--- config.mk ---
export PLATFORM = sky130hd
export DESIGN_NAME = prio_irq_ctrl
export DESIGN_NICKNAME = d
export VERILOG_FILES = /design/src/rtl/prio_irq_ctrl.sv
export SDC_FILE = /design/constraint.sdc
export NUM_CORES = 1
export LEC_CHECK = 0
export ABC_AREA = 1
export BUFFER_PORTS_ARGS = -buffer_cell sky130_fd_sc_hd__buf_2
export CORE_MARGIN = 2
export CORE_UTILIZATION = 38
export CTS_CLUSTER_DIAMETER = 100
export DETAILED_ROUTE_END_ITERATION = 16
export HOLD_SLACK_MARGIN = 0.02
export REMOVE_ABC_BUFFERS = 1
export SYNTH_ARGS = -nofsm -noshare
export SYNTH_HDL_FRONTEND = slang
export SYNTH_SLANG_ARGS = --single-unit
--- constraint.sdc ---
create_clock -name clk -period 1.82 [get_ports clk]
set_input_delay 0.546 -clock clk [delete_from_list [all_inputs] [get_ports clk]]
set_output_delay 0.546 -clock clk [all_outputs]
set_load 0.05 [all_outputs]
--- src/rtl/prio_irq_ctrl.sv ---
module prio_irq_ctrl #(
  parameter int STK_DEPTH = 4
) (
  input  logic       clk,
  input  logic       rst_n,
  input  logic       timer_req,
  input  logic       disk_req,
  input  logic       net_req,
  input  logic       nmi_in,
  input  logic       mask_wr,
  input  logic [3:0] mask_wdata,
  input  logic       swi_set,
  input  logic       swi_clr,
  input  logic       gdis_wr,
  input  logic       gdis_wdata,
  input  logic       lvl_wr,
  input  logic [2:0] lvl_wdata,
  input  logic       ack,
  input  logic       ret,
  output logic       irq_o,
  output logic [2:0] irq_id_o
);

  localparam logic [2:0] ID_NMI  = 3'd0;
  localparam logic [2:0] ID_TMR  = 3'd1;
  localparam logic [2:0] ID_DISK = 3'd2;
  localparam logic [2:0] ID_NET  = 3'd3;
  localparam logic [2:0] ID_SW   = 3'd4;
  localparam logic [2:0] ID_NONE = 3'd7;

  logic [3:0] mask_q;
  logic       gdis_q;
  logic       swi_q;
  logic       nmi_prev;
  logic       nmi_lat;
  logic [2:0] lvl_q;
  logic [2:0] stk [STK_DEPTH];

  logic       nmi_edge;
  logic [3:0] live;
  logic       take;

  assign nmi_edge = nmi_in & ~nmi_prev;
  assign live     = {swi_q, net_req, disk_req, timer_req} & mask_q & {4{~gdis_q}};
  assign take     = ack & irq_o;

  always_comb begin
    irq_o    = 1'b1;
    irq_id_o = ID_NONE;
    if (nmi_lat && lvl_q > ID_NMI)      irq_id_o = ID_NMI;
    else if (live[0] && lvl_q > ID_TMR)  irq_id_o = ID_TMR;
    else if (live[1] && lvl_q > ID_DISK) irq_id_o = ID_DISK;
    else if (live[2] && lvl_q > ID_NET)  irq_id_o = ID_NET;
    else if (live[3] && lvl_q > ID_SW)   irq_id_o = ID_SW;
    else                                 irq_o = 1'b0;
  end

  always_ff @(posedge clk) begin
    if (!rst_n) begin
      mask_q   <= '0;
      gdis_q   <= 1'b0;
      swi_q    <= 1'b0;
      nmi_prev <= 1'b0;
      nmi_lat  <= 1'b0;
    end else begin
      if (mask_wr) mask_q <= mask_wdata;
      if (gdis_wr) gdis_q <= gdis_wdata;
      if (swi_clr)      swi_q <= 1'b0;
      else if (swi_set) swi_q <= 1'b1;
      nmi_prev <= nmi_in;
      if (nmi_edge)                          nmi_lat <= 1'b1;
      else if (take && irq_id_o == ID_NMI)   nmi_lat <= 1'b0;
    end
  end

  always_ff @(posedge clk) begin
    if (!rst_n) begin
      lvl_q <= ID_NONE;
      for (int i = 0; i < STK_DEPTH; i++) stk[i] <= ID_NONE;
    end else if (take) begin
      lvl_q  <= irq_id_o;
      stk[0] <= lvl_q;
      for (int i = 1; i < STK_DEPTH; i++) stk[i] <= stk[i-1];
    end else if (ret) begin
      lvl_q <= stk[0];
      for (int i = 0; i < STK_DEPTH - 1; i++) stk[i] <= stk[i+1];
      stk[STK_DEPTH-1] <= ID_NONE;
    end else if (lvl_wr) begin
      lvl_q <= lvl_wdata;
    end
  end

endmodule

==> results.json, run 1 <==
{
  "antenna_cells_inserted": 0,
  "syn_to_final_growth_pct": 28.8,
  "end_kind": "output pin",
  "fin_area_mm2": 0.00159,
  "viasPerCell": 4.77,
  "path_class": "reg2out",
  "placed_cell_area_mm2": 0.00145,
  "ys_types": 23,
  "num_rows": 20,
  "power_switching_share_pct": 31.6,
  "worstMarginPinSlew_ns": 0.378,
  "min_period_ns": 1.93,
  "clock-root-buffer": "clkbuf_4",
  "drc": 0,
  "hold_path.class": "in2reg",
  "powerDensity_mw_per_mm2": 750,
  "clk_latency_ns": 0.30,
  "fp.dieW_um": 61.0,
  "track_usage_pct": 17.2,
  "clock-skew-final_ns": 0.000721,
  "grt_antenna_before_repair": 0,
  "drive_gt1_share_pct": 33.0,
  "synth_area_mm2": 0.00123,
  "fp.coreArea_mm2": 0.00308,
  "vias": 1163,
  "fillers": 315,
  "grt_max_degree": 16,
  "drt-total-wl_mm": 2.66,
  "setup_slack_ns": -0.105,
  "dp_hpwl_mm": 2.13,
  "ys_ff_latch": 23,
  "cts.clk_slew.worst_paths_ns": 0.12,
  "p_leak_nw": 0.733,
  "die-area_mm2": 0.00372,
  "reg2reg_from": "lvl_q[2]",
  "numCtsBuffers": 3,
  "critPathMaxFanout": 4,
  "setup_viol": 4,
  "combPwrFrac_pct": 30.0,
  "violations": "negative setup slack",
  "routedWlPerCell_um": 10.9,
  "numClockSinks": 23,
  "final_nets": 222,
  "die_h_um": 61.0,
  "grt_pass1_vias": 1117,
  "gp_congestion": 0.860,
  "vdd_ir_drop_max_uv": 300,
  "seq_area_frac_synth_pct": 44.6,
  "relSlewSlack_pct": 74.7,
  "clockBufferDepth": 2,
  "start_util_pct": 40.1,
  "ctsHoldBuffers": 0,
  "netlist_instances": 164,
  "worstRegToRegCells": 11,
  "period_share_pct": 106,
  "cap_violations": 0,
  "hold_end": "swi_q",
  "io_pins": 25,
  "pwr-share-seq_pct": 50.9,
  "r2r-end": "stk[2][1]",
  "power_switching_uw": 377,
  "ff2ff_setup_slack_ns": 0.15,
  "ant_nets": 0,
  "finalHoldViolations": 0,
  "fmax_ghz": 0.519,
  "rsz0062_at_grt": "yes",
  "grt_pass1_wl_mm": 4.75,
  "drt_iter0_markers": 48,
  "startpoint": "lvl_q[1]",
  "cts_max_level": 1,
  "hold_depth": 2,
  "p_clk_share_pct": 19.1,
  "yosys_warnings": 0,
  "status": "finished with violations",
  "grt-ovfl-total": 0,
  "crit_arrival_ns": 1.38,
  "cts_tree": "yes",
  "drv_slew": 0,
  "critPathRequiredTime_ns": 1.27,
  "hold_ws_ns": 0.383,
  "drtPass1Iterations": 4,
  "cp-start-kind": "register",
  "port_buffers": 24,
  "cell_internal_pwr_uw": 816,
  "syn_avg_cell_area_um2": 7.53,
  "hp-start": "swi_clr"
}
==> cell type report <==
| class | count | area, µm² | area share (%) |
|---|---|---|---|
| clock buffer | 4 | 26.3 | 1.65 |
| inverter | 16 | 60.1 | 3.78 |
| multi-input combinational | 120 | 623 | 39.2 |
| sequential | 23 | 563 | 35.4 |
| tap | 44 | 55.1 | 3.46 |
| timing repair buffer | 37 | 263 | 16.5 |
==> cells by family after synthesis <==
kind of cell	share of synthesized area (%)
DFF	44.6
and+or+nand+nor	44.0
buffers and inverters	7.40
AOI/OAI and AO/OA	4.05
==> sequential cells by signal (all words and copies together), names as in the netlist <==
name	flops
stk	12
nmi_lat	1
swi_q	1
nmi_prev	1
mask_q	4
lvl_q	3
gdis_q	1
==> stage by stage <==
| step | std cells | setup WS [ns] | power, mW | setup TNS [ns] | util (%) |
|---|---|---|---|---|---|
| final | 244 | -0.105 | 1.19 | -0.305 | 51.7 |
| after global routing | 244 | -0.197 | 1.27 | -0.710 | 51.7 |
| after global placement | 235 | -0.0660 | 0.917 | -0.572 | 47.2 |
| after floorplan | 159 | -0.0936 | 0.802 | -0.414 | - |
| after CTS | 243 | -0.121 | 1.19 | -0.459 | 50.6 |
| after detailed placement | 235 | -0.0929 | 0.924 | -0.854 | 47.2 |
==> what timing repair did <==
item	CTS	global route
gates resized for setup	19	9
pin swaps	4	7
endpoints found under the setup margin	4	8
setup buffers	4	1
hold endpoints to repair	0	0
==> per-layer routing <==
layer	track usage, %	wire, µm	share of wire, %	vias to the layer above
met2	29.2	1280	48	18
li1	-	-	-	604
met1	22.0	1240	47	537
met4	5.59	31	1.2	0
met5	0	0	0	-
met3	3.20	105	3.9	4
==> how the worst max path moves through the flow <==
stage,end,slack (ns),depth (start not counted)
final,irq_id_o[0],-0.11,7
after global routing,irq_id_o[0],-0.20,8
after global placement,stk[2][2],-0.07,12
after floorplan,stk[2][0],-0.09,10
after CTS,irq_id_o[0],-0.12,7
after detailed placement,stk[2][1],-0.09,12
==> cell usage in the layout (no fill, tap or decap), drive strengths merged, types with 3 or more instances in the layout <==
| cell | netlist | routed |
|---|---|---|
| edfxtp | 9 | 9 |
| dfxtp | 14 | 14 |
| clkbuf | 2 | 4 |
| nand3b | 3 | 3 |
| nand2 | 42 | 42 |
| buf | 3 | 37 |
| nand4 | 5 | 5 |
| inv | 16 | 16 |
| nor2 | 32 | 32 |
| nand3 | 26 | 26 |
| o21ai | 9 | 9 |
==> worst max-delay path, cell delays in order, from the launching register on <==
cell     delay [ns]
dfxtp_4        0.38
or2_4          0.27
nand3_2        0.07
nand2_2        0.05
nand2_2        0.05
nand2_2        0.06
inv_2          0.06
buf_8          0.14
==> synthesized netlist by cell type <==
library cell / instances / area [µm²]
a21oi_1: 1 / 5.00
nor2_2: 2 / 12.5
inv_2: 2 / 7.51
nand2_4: 3 / 33.8
nand2_8: 1 / 20.0
clkbuf_1: 2 / 7.51
nor2_8: 1 / 20.0
edfxtp_1: 9 / 270
nor3_1: 1 / 5.00
dfxtp_1: 14 / 280
nand4_1: 5 / 31.3
nand3_1: 26 / 130
nand2_2: 4 / 25.0
or2_2: 1 / 6.26
nor2_1: 29 / 109
inv_1: 14 / 52.6
o21ai_0: 8 / 40.0
nand2_1: 34 / 128
buf_2: 1 / 5.00
buf_6: 1 / 11.3
nand3b_1: 3 / 22.5
buf_4: 1 / 7.51
o21ai_1: 1 / 5.00
==> power groups by stage <==
stage                     sequential [mW]  combinational, mW  clock (mW)
final                               0.607              0.357       0.228
after global routing                0.614              0.396       0.263
after CTS                           0.606              0.345       0.239
after detailed placement            0.617              0.307           0
after global placement              0.617              0.300           0
after floorplan                     0.607              0.195           0
(Power assumes the default switching activity.)
==> run 2, diff against run 1 <==
Settings changed: ABC_AREA 1 to default, GPL_ROUTABILITY_DRIVEN from default to 0.
==> run 2 against run 1 <==
  * Critical endpoint is now irq_id_o[1]
  * Critical path depth decreased by 2
  * The flow still finishes with violations (negative setup slack)
  * Sequential power is 4.1% lower
  * Clock skew is 0.0073 ns higher
  * Clock-buffer cell count down 1
  * Flip-flop and latch count unchanged
  * Fmax shrank 13%
  * Synthesized cell count decreased by 26%
  * Clock power increased by 11%
  * Worst setup slack lost 0.28 ns
==> results.json, run 2 <==
{
  "ctsHoldBuffers": 0,
  "largest_register_ffs": 12,
  "track_usage_pct": 18.3,
  "drt_iter0_markers": 42,
  "setup_viol": 28,
  "viasPerCell": 4.95,
  "grt_pass1_vias": 1048,
  "seq_area_frac_synth_pct": 45.5,
  "period_share_pct": 121,
  "mostFrequentLayoutCells": "buf_2 (20), buf_4 (16), o21ai_1 (13)",
  "drv_slew": 0,
  "synthTopCellsByArea": "dfxtp_1 (23%), edfxtp_1 (22%), mux2i_1 (7.4%)",
  "final_common_cell": "buf_2",
  "critPathMaxFanout": 5,
  "ys_ff_latch": 23,
  "end_kind": "output pin",
  "setup_tns_ns": -3.86,
  "port_buffers": 24,
  "fp.dieW_um": 60.5,
  "path_common_cell": "o31ai_4",
  "numCtsBuffers": 3,
  "antenna_cells_inserted": 0,
  "drt-total-wl_mm": 2.99,
  "final_nets": 187,
  "drc": 0,
  "grt_pass1_wl_mm": 4.82,
  "path_class": "reg2out",
  "io_pins": 25,
  "num_rows": 20,
  "hold_ws_ns": 0.361,
  "clk_latency_ns": 0.32,
  "largest-register": "stk",
  "p_leak_nw": 0.725,
  "yosys.area.top_type_share_pct": 23.1,
  "finalHoldViolations": 0,
  "crit_arrival_ns": 1.66,
  "yosysMostFrequentCell": "nor2_1",
  "cts.clk_slew.worst_paths_ns": 0.14,
  "syn_to_final_growth_pct": 43.3,
  "relSlewSlack_pct": 76.5,
  "reg_top3": "stk x12, mask_q x4, lvl_q x3",
  "violations": "negative setup slack",
  "fin_area_mm2": 0.00174,
  "min_period_ns": 2.21,
  "grt-ovfl-total": 0,
  "routedWlPerCell_um": 14.3,
  "grt_max_degree": 22,
  "syn_avg_cell_area_um2": 10.0,
  "powerDensity_mw_per_mm2": 684,
  "ant_nets": 0,
  "yosys_warnings": 0,
  "numPlacedInstances": 192,
  "cts_max_level": 1,
  "start_util_pct": 39.7,
  "yosys.area.top_type": "dfxtp_1",
  "drive_gt1_share_pct": 47.9,
  "drtPass1Iterations": 4,
  "vias": 1034,
  "final_cells": 209,
  "cp-start-kind": "register",
  "clockBufferDepth": 2,
  "netlist_instances": 121,
  "numClockSinks": 23,
  "worstMarginPinSlew_ns": 0.352,
  "async_reset_ff_share_pct": 0,
  "clock-skew-final_ns": 0.00799,
  "synth_ff_type": "dfxtp_1",
  "die_h_um": 60.5,
  "power_mw": 1.19,
  "critPathRequiredTime_ns": 1.27,
  "status": "finished with violations",
  "cpPeakStageDelay_ns": 0.40,
  "rsz0062_at_grt": "yes",
  "pre_cts_ws_ns": -0.298,
  "synth_area_mm2": 0.00121,
  "ys_top_cells_by_count": "nor2_1 (15), dfxtp_1 (14), o21ai_1 (12)",
  "path_cells": "o31ai_4, o31ai_4, buf_4, a31oi_4, buf_6",
  "worst-path-buf-inv": 2,
  "cts_tree": "yes",
  "grt_antenna_before_repair": 0,
  "cap_violations": 0,
  "setup_slack_ns": -0.387,
  "placed_cell_area_mm2": 0.00143,
  "vdd_ir_drop_max_uv": 565,
  "synth-edff-count": 9,
  "post-route-util_pct": 56.8,
  "ys_types": 29,
  "cp_top_family": "compound AO/OA/AOI/OAI gates",
  "fmax_ghz": 0.453,
  "die-area_mm2": 0.00365,
  "dp_hpwl_mm": 1.82,
  "fp.coreArea_mm2": 0.00305,
  "clock-root-buffer": "clkbuf_4",
  "hold_path.class": "in2reg",
  "cp_slowest_cell": "dfxtp_4"
}
[run 2: cell count changes after synthesis, moves of 3 or more]
| cell | delta |
|---|---|
| nor2b_1 | +8 |
| nor2_1 | -14 |
| mux2i_1 | +9 |
| and3b_1 | +8 |
| nor3b_2 | +3 |
| nand2_1 | -26 |
| nand2_2 | -4 |
| inv_1 | -12 |
| o21ai_0 | -3 |
| nand4_1 | -5 |
| nand2_4 | -3 |
| o21ai_1 | +11 |
| nand3_1 | -25 |
[run 2: layout make-up]
type / count / area, µm²
clock inverters: 1 / 7.51
clock buffers: 3 / 22.5
flip-flops and latches: 23 / 564
well taps: 44 / 55.1
repair buffers: 48 / 390
fillers: 268 / 1320
inverters: 2 / 7.51
multi-input cells: 88 / 688
[run 2: worst paths after layout]
kind,startpoint,to,slack [ns],cells past startpoint
setup / recovery,lvl_q[1],irq_id_o[1],-0.39,5
hold / removal,swi_clr,swi_q,0.36,2
setup reg to reg,lvl_q[1],stk[0][1],-0.16,8
hold reg to reg,nmi_prev,nmi_lat,0.42,1
[run 2: worst reg2reg max path: cells and delay by family (launching register included)]
kind	cells	cell delay (ns)
buf+inv	3	0.47
flops	1	0.40
simple gates	1	0.17
compound gates	4	0.70
[run 2: where the power goes]
group | total, mW | leakage [nW] | internal, mW | switching [mW]
Sequential | 0.582 | 0.184 | 0.555 | 0.0269
Combinational | 0.354 | 0.527 | 0.181 | 0.172
Clock | 0.252 | 0.0139 | 0.0841 | 0.168
[run 2: what timing repair did]
item                                    4_1_cts  5_1_grt
gates resized for setup                      30       15
cloned                                        3        0
pin swaps                                    11       12
endpoints found under the setup margin       24       28
setup buffers                                 8        5
[run 2: kinds of logic (layout without fill, tap and decap cells)]
kind of cell / after synthesis / in the layout / share of synthesized area, %
compound gates: 26 / 26 / 15.7
mux: 9 / 9 / 7.44
buf+inv: 10 / 54 / 5.27
flops: 23 / 23 / 45.5
simple gates: 53 / 53 / 26.1
[run 2: layer usage]
layer  wire length [µm]  global-route usage [%]  vias up
met2               1520                    33.1       23
met3                122                    3.84        8
met1               1270                    21.2      480
met4                 71                    6.83        0
met5                  0                       0        -
li1                   -                       -      523
==> run 3, diff against run 2 <==
Settings changed: PLACE_DENSITY from default to 0.63, SLEW_MARGIN from default to 20, TNS_END_PERCENT from default to 20.
==> run 3 against run 2 <==
  * The flow still finishes with violations (negative setup slack)
  * Clock skew shrank 0.0024 ns
  * Final cell count shrank 3.3%
  * First-iteration DRC count shrank 26%
  * Die area is the same
  * Via count shrank 4.6%
  * Fmax grew 0.57%
==> results.json, run 3 (same netlist as run 2, synthesis figures left out) <==
{
  "status": "finished with violations",
  "violations": "negative setup slack",
  "worstMarginPinSlew_ns": 0.415,
  "largest_register_ffs": 12,
  "drc": 0,
  "clock-root-buffer": "clkbuf_4",
  "path_cells": "o31ai_4, o31ai_4, nor3_4, nand2b_1, buf_6",
  "vdd_ir_drop_max_uv": 494,
  "grt_pass1_vias": 977,
  "largest-register": "stk",
  "powerDensity_mw_per_mm2": 700,
  "track_usage_pct": 14.9,
  "ctsHoldBuffers": 0,
  "grt_pass1_wl_mm": 4.09,
  "clock-skew-final_ns": 0.00559,
  "dp_hpwl_mm": 1.77,
  "fp.dieW_um": 60.5,
  "cap_violations": 0,
  "numCtsBuffers": 3,
  "syn_to_final_growth_pct": 31.8,
  "routedWlPerCell_um": 12.4,
  "setup_tns_ns": -4.53,
  "cpPeakStageDelay_ns": 0.39,
  "die_h_um": 60.5,
  "clk_latency_ns": 0.32,
  "die-area_mm2": 0.00365,
  "cts_tree": "yes",
  "fillers": 299,
  "p_leak_nw": 0.667,
  "power_mw": 1.12,
  "ff2ff_setup_slack_ns": -0.20,
  "grt_max_degree": 28,
  "final_common_cell": "buf_2",
  "p_clk_share_pct": 22.6,
  "cts.clk_slew.worst_paths_ns": 0.14,
  "cp-start-kind": "register",
  "antenna_cells_inserted": 0,
  "grt-ovfl-total": 0,
  "critPathRequiredTime_ns": 1.27,
  "reg_top3": "stk x12, mask_q x4, lvl_q x3",
  "fmax_ghz": 0.456,
  "drt_iter0_markers": 31,
  "combPwrFrac_pct": 25.8,
  "drt-total-wl_mm": 2.51,
  "io_pins": 25,
  "setup_viol": 28,
  "end_kind": "output pin",
  "fp.coreArea_mm2": 0.00305,
  "relSlewSlack_pct": 72.3,
  "drive_gt1_share_pct": 39.2,
  "grt_antenna_before_repair": 0,
  "numClockSinks": 23,
  "pre_cts_ws_ns": -0.305,
  "vias": 986,
  "worst-path-buf-inv": 1,
  "cell_internal_pwr_uw": 775,
  "cp_slowest_cell": "dfxtp_4",
  "clockBufferDepth": 2,
  "start_util_pct": 39.7,
  "pwr-share-seq_pct": 51.6,
  "post-route-util_pct": 52.3,
  "hold_path.class": "in2reg",
  "period_share_pct": 121,
  "viasPerCell": 4.88,
  "critPathMaxFanout": 5,
  "ant_nets": 0,
  "cp_top_family": "compound AO/OA/AOI/OAI gates",
  "mostFrequentLayoutCells": "buf_2 (20), nor2_1 (15), buf_4 (15)",
  "port_buffers": 24,
  "setup_slack_ns": -0.374,
  "power_switching_uw": 342,
  "min_period_ns": 2.19,
  "path_common_cell": "o31ai_4",
  "cts_max_level": 1,
  "drv_slew": 0,
  "path_class": "reg2out",
  "final_nets": 180,
  "num_rows": 20,
  "rsz0062_at_grt": "yes",
  "power_switching_share_pct": 30.6,
  "drtPass1Iterations": 4,
  "crit_arrival_ns": 1.65,
  "finalHoldViolations": 0
}
[run 3: cell types whose count changed in the layout (fill, tap and decap cells not counted), sizes merged]
cell | previous run | this run
buf | 48 | 41
[run 3: final timing paths]
kind | startpoint | to | cells after the start
worst max-delay path | lvl_q[1] | irq_o | 5
worst max register to register | lvl_q[1] | stk[2][0] | 6
worst min register to register | nmi_prev | nmi_lat | 1
worst min-delay path | swi_clr | swi_q | 2
[run 3: metal layers]
layer | GRT usage (%) | up-vias | part of all wire (%)
li1 | - | 508 | -
met4 | 2.80 | 0 | 0.68
met3 | 4.48 | 2 | 4.5
met2 | 26.6 | 22 | 50
met1 | 18.1 | 454 | 45
met5 | 0 | - | 0
[run 3: cell type report]
type | instances | area [µm²] | share of cell area (%)
Tap cell | 44 | 55.1 | 3.45
Timing Repair Buffer | 41 | 289 | 18.1
Sequential cell | 23 | 563 | 35.3
Clock buffer | 3 | 22.5 | 1.41
Inverter | 2 | 7.51 | 0.470
Clock inverter | 1 | 7.51 | 0.470
Multi-Input combinational cell | 88 | 652 | 40.8
[run 3: power by group through the flow]
stage | Combinational (mW) | Sequential (mW) | Clock, mW
3_3_place_gp | 0.233 | 0.586 | 0
4_1_cts | 0.268 | 0.577 | 0.261
2_1_floorplan | 0.132 | 0.582 | 0
3_5_place_dp | 0.238 | 0.586 | 0
6_report | 0.288 | 0.577 | 0.252
5_1_grt | 0.310 | 0.580 | 0.277
[run 3: per-stage QoR]
step                cell area (µm²)  cells  hold slack [ns]
floorplan                      1150    113            0.399
global placement               1440    194            0.411
detailed placement             1440    194            0.424
CTS                            1550    199            0.353
global route                   1600    202            0.345
finish                         1600    202            0.365
[run 3: worst register-to-register path, delay by kind of cell, from the launching register on]
| family | cells | cell delay, ns |
|---|---|---|
| AND/OR/NAND/NOR | 1 | 0.19 |
| AO/OA/AOI/OAI | 4 | 0.98 |
| buffers and inverters | 1 | 0.21 |
| flip-flops | 1 | 0.39 |
[run 3: what timing repair did]
| item | in CTS | in global routing |
|---|---|---|
| buffers inserted | 1 | 3 |
| gates resized for setup | 21 | 6 |
| setup endpoints to repair | 28 | 28 |
| pin swaps | 7 | 6 |
